--- config.mk ---
export PLATFORM = sky130hd
export DESIGN_NAME = rdo_slot_seq
export DESIGN_NICKNAME = d
export VERILOG_FILES = /design/src/rtl/rdo_slot_seq.sv
export SDC_FILE = /design/constraint.sdc
export NUM_CORES = 1
export LEC_CHECK = 0
export BUFFER_PORTS_ARGS = -buffer_cell sky130_fd_sc_hd__buf_2
export CAP_MARGIN = 40
export CORE_UTILIZATION = 50
export DETAILED_ROUTE_END_ITERATION = 16
export GPL_ROUTABILITY_DRIVEN = 0
export PLACE_DENSITY = 0.76
export SYNTH_ARGS = -nofsm -noshare
export SYNTH_HDL_FRONTEND = slang
export SYNTH_SLANG_ARGS = --single-unit
--- constraint.sdc ---
create_clock -name clk -period 3.3 [get_ports clk]
set_clock_uncertainty 0.05 [all_clocks]
set_input_delay 0 -clock clk [delete_from_list [all_inputs] [get_ports clk]]
set_output_delay 0 -clock clk [all_outputs]
set_load 0.1 [all_outputs]
--- src/rtl/rdo_slot_seq.sv ---
module rdo_slot_seq #(
  parameter int CLK_HZ          = 200_000_000,
  parameter int PAGE_CYCLES_OVR = 0,
  parameter int SLOTS           = 10,
  parameter int PAGES           = 5,
  parameter int CW              = 4
) (
  input  logic             clk,
  input  logic             rst_n,
  input  logic             per_slot_mode,
  input  logic [SLOTS-1:0] strobe_in,
  output logic [3:0]       slot_num,
  output logic [2:0]       page_num,
  output logic [CW-1:0]    ch_a_row,
  output logic [CW-1:0]    ch_a_col,
  output logic [CW-1:0]    ch_b_row,
  output logic [CW-1:0]    ch_b_col,
  output logic             order_err,
  output logic             short_err
);
  localparam int PAGE_CYCLES = (PAGE_CYCLES_OVR != 0) ? PAGE_CYCLES_OVR : CLK_HZ;
  localparam int TW          = $clog2(PAGE_CYCLES + 1);

  logic [SLOTS-1:0] s1, s2, s3;
  logic [TW-1:0]    tick;
  logic [3:0]       nxt;
  logic             take, err, shrt;

  wire [SLOTS-1:0] rise      = s2 & ~s3;
  wire             mid_cycle = (slot_num != 4'd0) && (slot_num != 4'(SLOTS));
  wire             last_tick = (tick == TW'(PAGE_CYCLES - 1));

  always_ff @(posedge clk or negedge rst_n)
    if (!rst_n) {s1, s2, s3} <= '0;
    else        {s1, s2, s3} <= {strobe_in, s1, s2};

  always_comb begin
    take = 1'b0;
    err  = 1'b0;
    shrt = 1'b0;
    nxt  = slot_num;
    if (rise[0]) begin
      take = 1'b1;
      nxt  = 4'd1;
      shrt = mid_cycle;
    end else if (!per_slot_mode) begin
      if (rise[1]) begin
        if (mid_cycle) begin
          take = 1'b1;
          nxt  = slot_num + 4'd1;
        end else err = 1'b1;
      end
    end else if (|rise) begin
      if (mid_cycle && rise == (SLOTS'(1) << slot_num)) begin
        take = 1'b1;
        nxt  = slot_num + 4'd1;
      end else err = 1'b1;
    end
  end

  always_ff @(posedge clk or negedge rst_n)
    if (!rst_n) begin
      slot_num  <= '0;
      ch_a_row  <= '0;
      ch_a_col  <= '0;
      ch_b_row  <= '0;
      ch_b_col  <= '0;
      order_err <= 1'b0;
      short_err <= 1'b0;
    end else begin
      order_err <= err;
      short_err <= shrt;
      if (take) begin
        slot_num <= nxt;
        ch_a_row <= CW'(nxt);
        ch_a_col <= CW'(page_num) + CW'(1);
        ch_b_row <= CW'(SLOTS + 1) - CW'(nxt);
        ch_b_col <= CW'(PAGES) - CW'(page_num);
      end
    end

  always_ff @(posedge clk or negedge rst_n)
    if (!rst_n) begin
      tick     <= '0;
      page_num <= '0;
    end else if (last_tick) begin
      tick     <= '0;
      page_num <= (page_num == 3'(PAGES - 1)) ? 3'd0 : page_num + 3'd1;
    end else tick <= tick + TW'(1);
endmodule

==> results.json, run 1 <==
{
  "synth.avg_cell_area_um2": 11.8,
  "leakage_nw": 1.94,
  "finalHoldViolCount": 0,
  "antenna_found_initial": 0,
  "synth_area_mm2": 0.00345,
  "fin_nets": 371,
  "grt_use_total_pct": 18.2,
  "finalCritPeriodShare_pct": 78.0,
  "seq_area_mm2": 0.00193,
  "wl_um": 5820,
  "cts_buffers": 9,
  "clockPowerShare_pct": 33.0,
  "num_vias": 2262,
  "dp.final_hpwl_um": 3970,
  "diodes": 0,
  "holdCritPathClass": "in -> reg",
  "wire_per_inst_um": 13.6,
  "ys_async_sr_fraction_pct": 100,
  "switching_share_pct": 34.1,
  "combPwrFrac_pct": 25.0,
  "clockRootBuffer": "clkbuf_8",
  "slew_viol_final": 0,
  "synth.most_common_cell": "dfrtp_1",
  "whs_ns": 0.235,
  "finalSetupTns_ns": 0,
  "status": "complete, no violations",
  "drive_gt1_share_pct": 20.2,
  "synth_seq_cells": 77,
  "clockBufferDepth": 2,
  "grt_pass1_wl_um": 10200,
  "power.share.sequential_pct": 42.0,
  "rsz0062_at_grt": "no",
  "synthToLayoutAreaGrowth_pct": 17.6,
  "cts_num_sinks": 77,
  "slew_headroom_pct": 56.1,
  "multi_input_area_mm2": 0.00141,
  "ios": 38,
  "ant_nets": 0,
  "fin_crit_ns": 2.57,
  "fp-row-count": 29,
  "die_x_um": 85.1,
  "arrival_ns": 2.76,
  "yosys.area.top_type_share_pct": 55.8,
  "final-setup-viol-count": 0,
  "p_int_mw": 1.60,
  "grt_pass1_vias": 2273,
  "synth.yosys.seq_area_share_pct": 55.8,
  "cts_tree": "built",
  "synth_nets": 318,
  "vias_per_cell": 5.27,
  "synth.top_cells.by_count": "77 x dfrtp_1, 25 x nor2_1, 21 x nand2_1, 15 x xor2_1",
  "die_area_mm2": 0.00725,
  "htreeDepth": 3,
  "synth_area_leaders": "dfrtp_1 56%, ha_1 4.0%, xor2_1 3.8%",
  "drc": 0,
  "synth-edff-count": 0,
  "max_freq_mhz": 389,
  "fill_cells": 528,
  "tightest_slew_ns": 0.654,
  "syn_inst": 294,
  "yosys.area.top_type": "dfrtp_1",
  "grt_overflow": 0,
  "portBuffers": 37,
  "netlist-cell-type-count": 44,
  "final_cells": 429,
  "fin_ws_ns": 0.727,
  "cts_setup_buffers": 0,
  "first_pass_iters": 4,
  "path_clk_slew_ns": 0.08,
  "end_kind": "register",
  "crit_type": "reg -> reg",
  "core_mm2": 0.00649,
  "ys.flop_type": "dfrtp_1",
  "dr.first_iter.drc_count": 177,
  "yosys_warnings": 0,
  "start_kind": "register",
  "dp.cells": 399,
  "crit_fanout": 7,
  "p_per_area_mw_per_mm2": 597,
  "drv_cap": 0,
  "start_util_pct": 53.2,
  "pre_cts_ws_ns": 0.759,
  "grt_max_degree": 62,
  "die_h_um": 85.1,
  "insertion_delay_ns": 0.35,
  "cp_data_required_time_ns": 3.49,
  "peakVddDrop_v": 0.000345,
  "p_sw_mw": 0.828
}
## power by group through the flow
stage | sequential [mW] | clock, mW | combinational (mW)
2_1_floorplan | 1.20 | 0 | 0.333
3_3_place_gp | 1.03 | 0 | 0.580
3_5_place_dp | 1.04 | 0 | 0.592
4_1_cts | 1.02 | 0.819 | 0.606
5_1_grt | 1.03 | 0.852 | 0.641
6_report | 1.02 | 0.801 | 0.606
## cell type report
class,count,area share (%)
Clock buffer,10,3.39
Clock inverter,6,2.31
Timing Repair Buffer,53,8.93
Multi-Input combinational cell,197,34.8
Sequential cell,77,47.4
Inverter,9,0.831
Tap cell,77,2.37
## registers in the layout, indices dropped and copies added (netlist names)
name and cells:
short_err 1, order_err 1, ch_b_row 3, s3 10
s2 10, ch_a_col 4, s1 10, tick 28
page_num 3, ch_b_col 3, ch_a_row 4
## cells in the final DEF, fill, tap and decap left out, types with 3 or more instances in the layout
| master | n |
|---|---|
| mux2i_1 | 6 |
| and3_1 | 6 |
| o21ai_0 | 9 |
| nand3_1 | 14 |
| inv_1 | 9 |
| nor2b_1 | 8 |
| xnor2_1 | 14 |
| dfrtp_1 | 77 |
| xor2_1 | 15 |
| nand2_1 | 21 |
| dlygate4sd3_1 | 14 |
| nand2b_1 | 12 |
| and4_1 | 3 |
| nor2_1 | 25 |
| mux2_4 | 8 |
| clkbuf_8 | 10 |
| nand4_1 | 9 |
| ha_1 | 11 |
| a21oi_1 | 5 |
| nor3_1 | 3 |
| buf_2 | 36 |
## path summary, 6_finish.rpt
kind	start	to	slack, ns	cells after the start
max in group asynchronous	rst_n	tick[21]	1.71	4
setup reg to reg	ch_a_row[1]	ch_b_col[1]	0.73	8
setup / recovery	ch_a_row[1]	ch_b_col[1]	0.73	8
min in group asynchronous	rst_n	tick[22]	0.51	3
hold / removal	strobe_in[8]	s1[8]	0.24	2
hold reg to reg	s1[2]	s2[2]	0.30	0
## kinds of logic after synthesis
logic type | share of synthesized area [%]
AND/OR/NAND/NOR | 18.4
flip-flops | 55.8
XOR/XNOR | 7.35
AO/OA/AOI/OAI | 5.90
buffers and inverters | 3.33
multiplexers | 5.22
adder cells (fa/ha/maj) | 3.98
## what timing repair did
| item | CTS | global route |
|---|---|---|
| hold endpoints to repair | 88 | 0 |
| hold buffers | 14 | 0 |
| gates resized for setup | 0 | 0 |
| endpoints found under the setup margin | 0 | 0 |
## per-stage QoR
step / util [%] / power, mW / area, um2
finish: 62.6 / 2.43 / 4060
global route: 62.6 / 2.52 / 4060
CTS: 62.6 / 2.44 / 4060
detailed placement: 56.8 / 1.63 / 3690
global placement: 56.4 / 1.61 / 3660
floorplan: - / 1.54 / 3450
## worst max-delay path, stage by stage (launching register included)
cell and delay [ns]:
dfrtp_1 0.44, inv_1 0.11, ha_1 0.24, nor4bb_1 0.17, a32oi_1 0.21, o22ai_1 0.14, and3_4 0.23, a211oi_4 0.52
mux2_4 0.34
## layer usage
layer | share of wire (%) | GRT usage [%]
met1 | 49 | 24.8
met2 | 46 | 27.9
met3 | 3.6 | 3.50
met4 | 1.1 | 9.24
met5 | 0 | 0
Power figures use the tool's default switching activity.
==> run 2: changes to the inputs <==
==> constraint.sdc (replaced) <==
create_clock -name clk -period 2.5 [get_ports clk]
set_clock_uncertainty 0.05 [all_clocks]
set_input_delay 0 -clock clk [delete_from_list [all_inputs] [get_ports clk]]
set_output_delay 0 -clock clk [all_outputs]
set_load 0.1 [all_outputs]
==> run 2 against run 1 <==
Against the previous run:
- first-iteration DRC count down 18%
- critical path depth up 1
- final area up 2.0%
- register-to-register slack worse by 0.66 ns
- worst hold slack worse by 0.21 ns
- routed wire length up 3.5%
- non-clock buffer count up 3
- sequential cell count unchanged
- sequential share of layout area down 0.61 points
- via count up 1.1%
- critical path type unchanged
- critical endpoint unchanged
- largest power group unchanged
==> results.json, run 2 (synthesis gave the netlist of run 1 again) <==
{
  "cp_top_family": "simple AND/OR/NAND/NOR gates",
  "num_vias": 2286,
  "grt_overflow": 0,
  "layout_common_cells": "73 x dfrtp_1, 36 x buf_2, 25 x nor2_1",
  "multi_input_area_mm2": 0.00146,
  "grt_pass1_wl_um": 10600,
  "place_area_mm2": 0.00374,
  "p_per_area_mw_per_mm2": 788,
  "start_kind": "register",
  "fin_nets": 374,
  "drc": 0,
  "whs_ns": 0.0241,
  "design_area_mm2": 0.00414,
  "die_h_um": 85.1,
  "p_sw_mw": 1.11,
  "switching_share_pct": 34.1,
  "finalHoldViolCount": 0,
  "leakage_nw": 1.96,
  "clockRootBuffer": "clkbuf_8",
  "rsz0062_at_grt": "no",
  "diodes": 0,
  "vias_per_cell": 5.29,
  "path_clk_slew_ns": 0.08,
  "clockPowerShare_pct": 32.2,
  "insertion_delay_ns": 0.35,
  "path_cells": "inv_2 -> ha_4 -> nand2b_4 -> or4b_4 -> o211ai_2 -> and4_4 -> a211oi_4 -> buf_12 -> mux2_4",
  "peakVddDrop_v": 0.000411,
  "slew_viol_final": 0,
  "drive_gt1_share_pct": 24.5,
  "dr.first_iter.drc_count": 145,
  "ios": 38,
  "p_int_mw": 2.15,
  "wl_um": 6030,
  "start_util_pct": 53.2,
  "drv_cap": 0,
  "first_pass_iters": 4,
  "cp_data_required_time_ns": 2.69,
  "cts_tree": "built",
  "antenna_found_initial": 0,
  "cpPeakStageDelay_ns": 0.51,
  "fill_cells": 520,
  "regMostFlops": "tick",
  "seq_area_mm2": 0.00194,
  "fp-row-count": 29,
  "ant_nets": 0,
  "htreeDepth": 3,
  "arrival_ns": 2.63,
  "power.share.sequential_pct": 41.5,
  "finalSetupTns_ns": 0,
  "grt_max_degree": 58,
  "grt_use_total_pct": 18.8,
  "combPwrFrac_pct": 26.3,
  "crit_slowest_cell": "dfrtp_4",
  "dp.final_hpwl_um": 3930,
  "finalCritPeriodShare_pct": 97.3,
  "tightest_slew_ns": 0.676,
  "final_common_cell": "dfrtp_1",
  "fin_crit_ns": 2.43,
  "die_x_um": 85.1,
  "status": "complete, no violations",
  "path_buf_inv": 2,
  "largest_reg_flops": 28,
  "wire_per_inst_um": 13.9,
  "final-setup-viol-count": 0,
  "clockBufferDepth": 2,
  "slew_headroom_pct": 54.6,
  "grt_pass1_vias": 2355,
  "die_area_mm2": 0.00725,
  "end_kind": "register",
  "synthToLayoutAreaGrowth_pct": 20.0,
  "portBuffers": 37,
  "crit_fanout": 7,
  "core_mm2": 0.00649,
  "cts_num_sinks": 77,
  "holdCritPathClass": "in -> async",
  "crit_type": "reg -> reg",
  "max_freq_mhz": 411,
  "cts_buffers": 9
}
==> run 2: layout make-up <==
cell class	count	share of cell area, %
clock inverter	5	1.99
sequential	77	46.8
multi-input combinational	197	35.2
inverter	9	0.815
timing repair buffer	56	9.48
clock buffer	11	3.41
tap	77	2.32
==> run 2: final timing paths <==
kind	from	endpoint	slack, ns	depth (start not counted)
worst min-delay path	rst_n	s3[6]	0.02	2
min in group clk	strobe_in[0]	s1[0]	0.24	2
worst max register to register	ch_a_row[0]	ch_b_col[1]	0.07	9
max in group asynchronous	rst_n	ch_a_row[3]	1.81	3
worst min register to register	s1[6]	s2[6]	0.30	0
worst max-delay path	ch_a_row[0]	ch_b_col[1]	0.07	9
==> run 2: worst register-to-register path, cell delays in order, from the launching register on <==
cell and delay, ns:
dfrtp_4 0.51, inv_2 0.11, ha_4 0.18, nand2b_4 0.06
or4b_4 0.48, o211ai_2 0.10, and4_4 0.29, a211oi_4 0.08
buf_12 0.18, mux2_4 0.29
==> run 2: power groups by stage <==
| stage | clock network (mW) | logic (mW) | registers [mW] |
|---|---|---|---|
| 6_report | 1.05 | 0.860 | 1.35 |
| 5_1_grt | 1.13 | 0.905 | 1.36 |
| 2_1_floorplan | 0 | 0.440 | 1.60 |
| 3_3_place_gp | 0 | 0.785 | 1.37 |
| 3_5_place_dp | 0 | 0.791 | 1.38 |
| 4_1_cts | 1.07 | 0.827 | 1.35 |
==> run 2: metal layers <==
metal  vias up  GRT usage (%)  share of wire [%]  routed length (um)
met3        15           4.38                4.1                 245
li1       1114              -                  -                   -
met4         0           8.17                2.0                 119
met5         -              0                  0                   0
met1      1096           25.1                 48                2920
met2        61           29.7                 46                2750
==> run 2: per-stage QoR <==
stage / std cells / total power, mW / worst slack [ns] / util (%)
after floorplan: 294 / 2.04 / 0.0113 / -
after global placement: 402 / 2.16 / 0.0711 / 57.1
after detailed placement: 403 / 2.17 / 0.00353 / 57.5
after CTS: 432 / 3.25 / 0.0218 / 63.1
after global routing: 432 / 3.39 / 0.0129 / 63.8
final: 432 / 3.27 / 0.0663 / 63.8
==> run 2: timing repair <==
item,4_1_cts,5_1_grt
hold buffers,12,0
hold endpoints to repair,88,0
setup buffers,1,0
resized for setup,0,7
pin swaps,1,1
setup endpoints to repair,5,8
gates cloned,0,0
==> run 3: changes to the inputs <==
--- a/config.mk
+++ b/config.mk
@@ -11,6 +11,7 @@
 export DETAILED_ROUTE_END_ITERATION = 16
 export GPL_ROUTABILITY_DRIVEN = 0
 export PLACE_DENSITY = 0.76
+export SETUP_SLACK_MARGIN = 0.4
 export SYNTH_ARGS = -nofsm -noshare
 export SYNTH_HDL_FRONTEND = slang
 export SYNTH_SLANG_ARGS = --single-unit
==> constraint.sdc (replaced) <==
create_clock -name clk -period 3 [get_ports clk]
set_clock_uncertainty 0.05 [all_clocks]
set_input_delay 0 -clock clk [delete_from_list [all_inputs] [get_ports clk]]
set_output_delay 0 -clock clk [all_outputs]
set_load 0.1 [all_outputs]
==> run 3 against run 2 <==
Against the previous run:
- utilization decreased by 1.0 points
- sequential power shrank 16%
- combinational power down 20%
- critical path type unchanged
- critical endpoint is now ch_b_col[3]
- critical path depth did not move
- worst setup slack better by 0.43 ns
==> results.json, run 3 (synthesis gave the netlist of run 1 again) <==
{
  "status": "complete, no violations",
  "grt_use_total_pct": 17.9,
  "p_per_area_mw_per_mm2": 644,
  "portBuffers": 37,
  "insertion_delay_ns": 0.35,
  "wl_um": 5790,
  "crit_fanout": 6,
  "die_h_um": 85.1,
  "seq_area_mm2": 0.00194,
  "ios": 38,
  "drc": 0,
  "drive_gt1_share_pct": 23.9,
  "pre_cts_ws_ns": 0.473,
  "finalCritPeriodShare_pct": 83.5,
  "cp_data_required_time_ns": 3.18,
  "clockRootBuffer": "clkbuf_8",
  "slew_viol_final": 0,
  "clockBufferDepth": 2,
  "layout_common_cells": "73 x dfrtp_1, 36 x buf_2, 25 x nor2_1",
  "tightest_slew_ns": 0.545,
  "synthToLayoutAreaGrowth_pct": 18.0,
  "diodes": 0,
  "die_area_mm2": 0.00725,
  "final_common_cell": "dfrtp_1",
  "holdCritPathClass": "in -> async",
  "peakVddDrop_v": 0.000382,
  "leakage_nw": 1.93,
  "fin_nets": 371,
  "arrival_ns": 2.69,
  "grt_max_degree": 54,
  "multi_input_area_mm2": 0.00144,
  "ant_nets": 0,
  "cts_tree": "built",
  "max_freq_mhz": 399,
  "dp.final_hpwl_um": 3850,
  "vias_per_cell": 5.23,
  "regMostFlops": "tick",
  "end_kind": "register",
  "rrSetupSlack_ns": 0.49,
  "slew_headroom_pct": 63.6,
  "path_clk_slew_ns": 0.09,
  "core_mm2": 0.00649,
  "grt_overflow": 0,
  "crit_type": "reg -> reg",
  "wire_per_inst_um": 13.5,
  "htreeDepth": 3,
  "finalHoldViolCount": 0,
  "largest_reg_flops": 28,
  "rsz0062_at_grt": "no",
  "grt_pass1_vias": 2215,
  "cts_num_sinks": 77,
  "fin_crit_ns": 2.51,
  "finalSetupTns_ns": 0,
  "fill_cells": 501,
  "fp-row-count": 29,
  "cts_buffers": 9,
  "dr.first_iter.drc_count": 143,
  "drv_cap": 0,
  "start_kind": "register",
  "first_pass_iters": 4,
  "final-setup-viol-count": 0,
  "grt_pass1_wl_um": 10000,
  "num_vias": 2244,
  "die_x_um": 85.1,
  "start_util_pct": 53.2,
  "antenna_found_initial": 0,
  "fin_ws_ns": 0.494
}
run 3: cell count changes in the layout (fill, tap and decap cells not counted), sizes merged:
cell,previous run,this run
inv,10,12
buf,44,41
clkbuf,11,9
bufinv,2,1
clkinvlp,0,1
run 3: critical path, stage by stage, from the launching register on:
cell,delay (ns)
dfrtp_4,0.52
inv_1,0.12
ha_2,0.23
nand3b_1,0.10
xor2_1,0.16
a311oi_1,0.33
and4_4,0.33
a211oi_4,0.07
buf_4,0.18
mux2_4,0.29
run 3: final timing paths:
check / start / cells after the start / to
worst max-delay path: ch_a_row[1] / 9 / ch_b_col[3]
worst min-delay path: rst_n / 2 / s3[1]
worst max register to register: ch_a_row[1] / 9 / ch_b_col[3]
worst min register to register: s1[2] / 0 / s2[2]
max in group asynchronous: rst_n / 3 / ch_a_row[3]
min in group clk: strobe_in[1] / 2 / s1[1]
run 3: report_power, final:
group | switching, mW | internal [mW]
registers | 0.0434 | 1.09
logic | 0.495 | 0.191
clock network | 0.409 | 0.399
run 3: final cells by class:
| cell class | count | area share (%) |
|---|---|---|
| Tap cell | 77 | 2.36 |
| Sequential cell | 77 | 47.5 |
| Clock inverter | 7 | 1.99 |
| Timing Repair Buffer | 53 | 8.78 |
| Multi-Input combinational cell | 197 | 35.4 |
| Clock buffer | 9 | 3.04 |
| Inverter | 9 | 0.921 |
run 3: per-stage QoR:
step           total power [mW]  utilization (%)  hold WS [ns]  area (um2)  cells
2_1_floorplan              1.70                -        -0.346        3460    294
3_3_place_gp               1.78             56.6        0.0583        3670    398
3_5_place_dp               1.80             57.0        -0.119        3700    399
4_1_cts                    2.62             62.0        0.0351        4030    427
5_1_grt                    2.74             62.8        0.0619        4080    429
6_report                   2.63             62.8        0.0394        4080    429
run 3: repair_timing:
action | CTS | global route
setup endpoints to repair | 0 | 7
hold buffers | 12 | 0
resized for setup | 0 | 8
buffers inserted | 0 | 2
hold endpoints to repair | 88 | 0
run 3: layer usage:
layer | global-route usage (%) | up-vias | wire (um)
met1 | 24.7 | 1087 | 2910
met5 | 0 | - | 0
met2 | 26.9 | 46 | 2590
li1 | - | 1105 | -
met3 | 5.25 | 6 | 221
met4 | 6.47 | 0 | 64
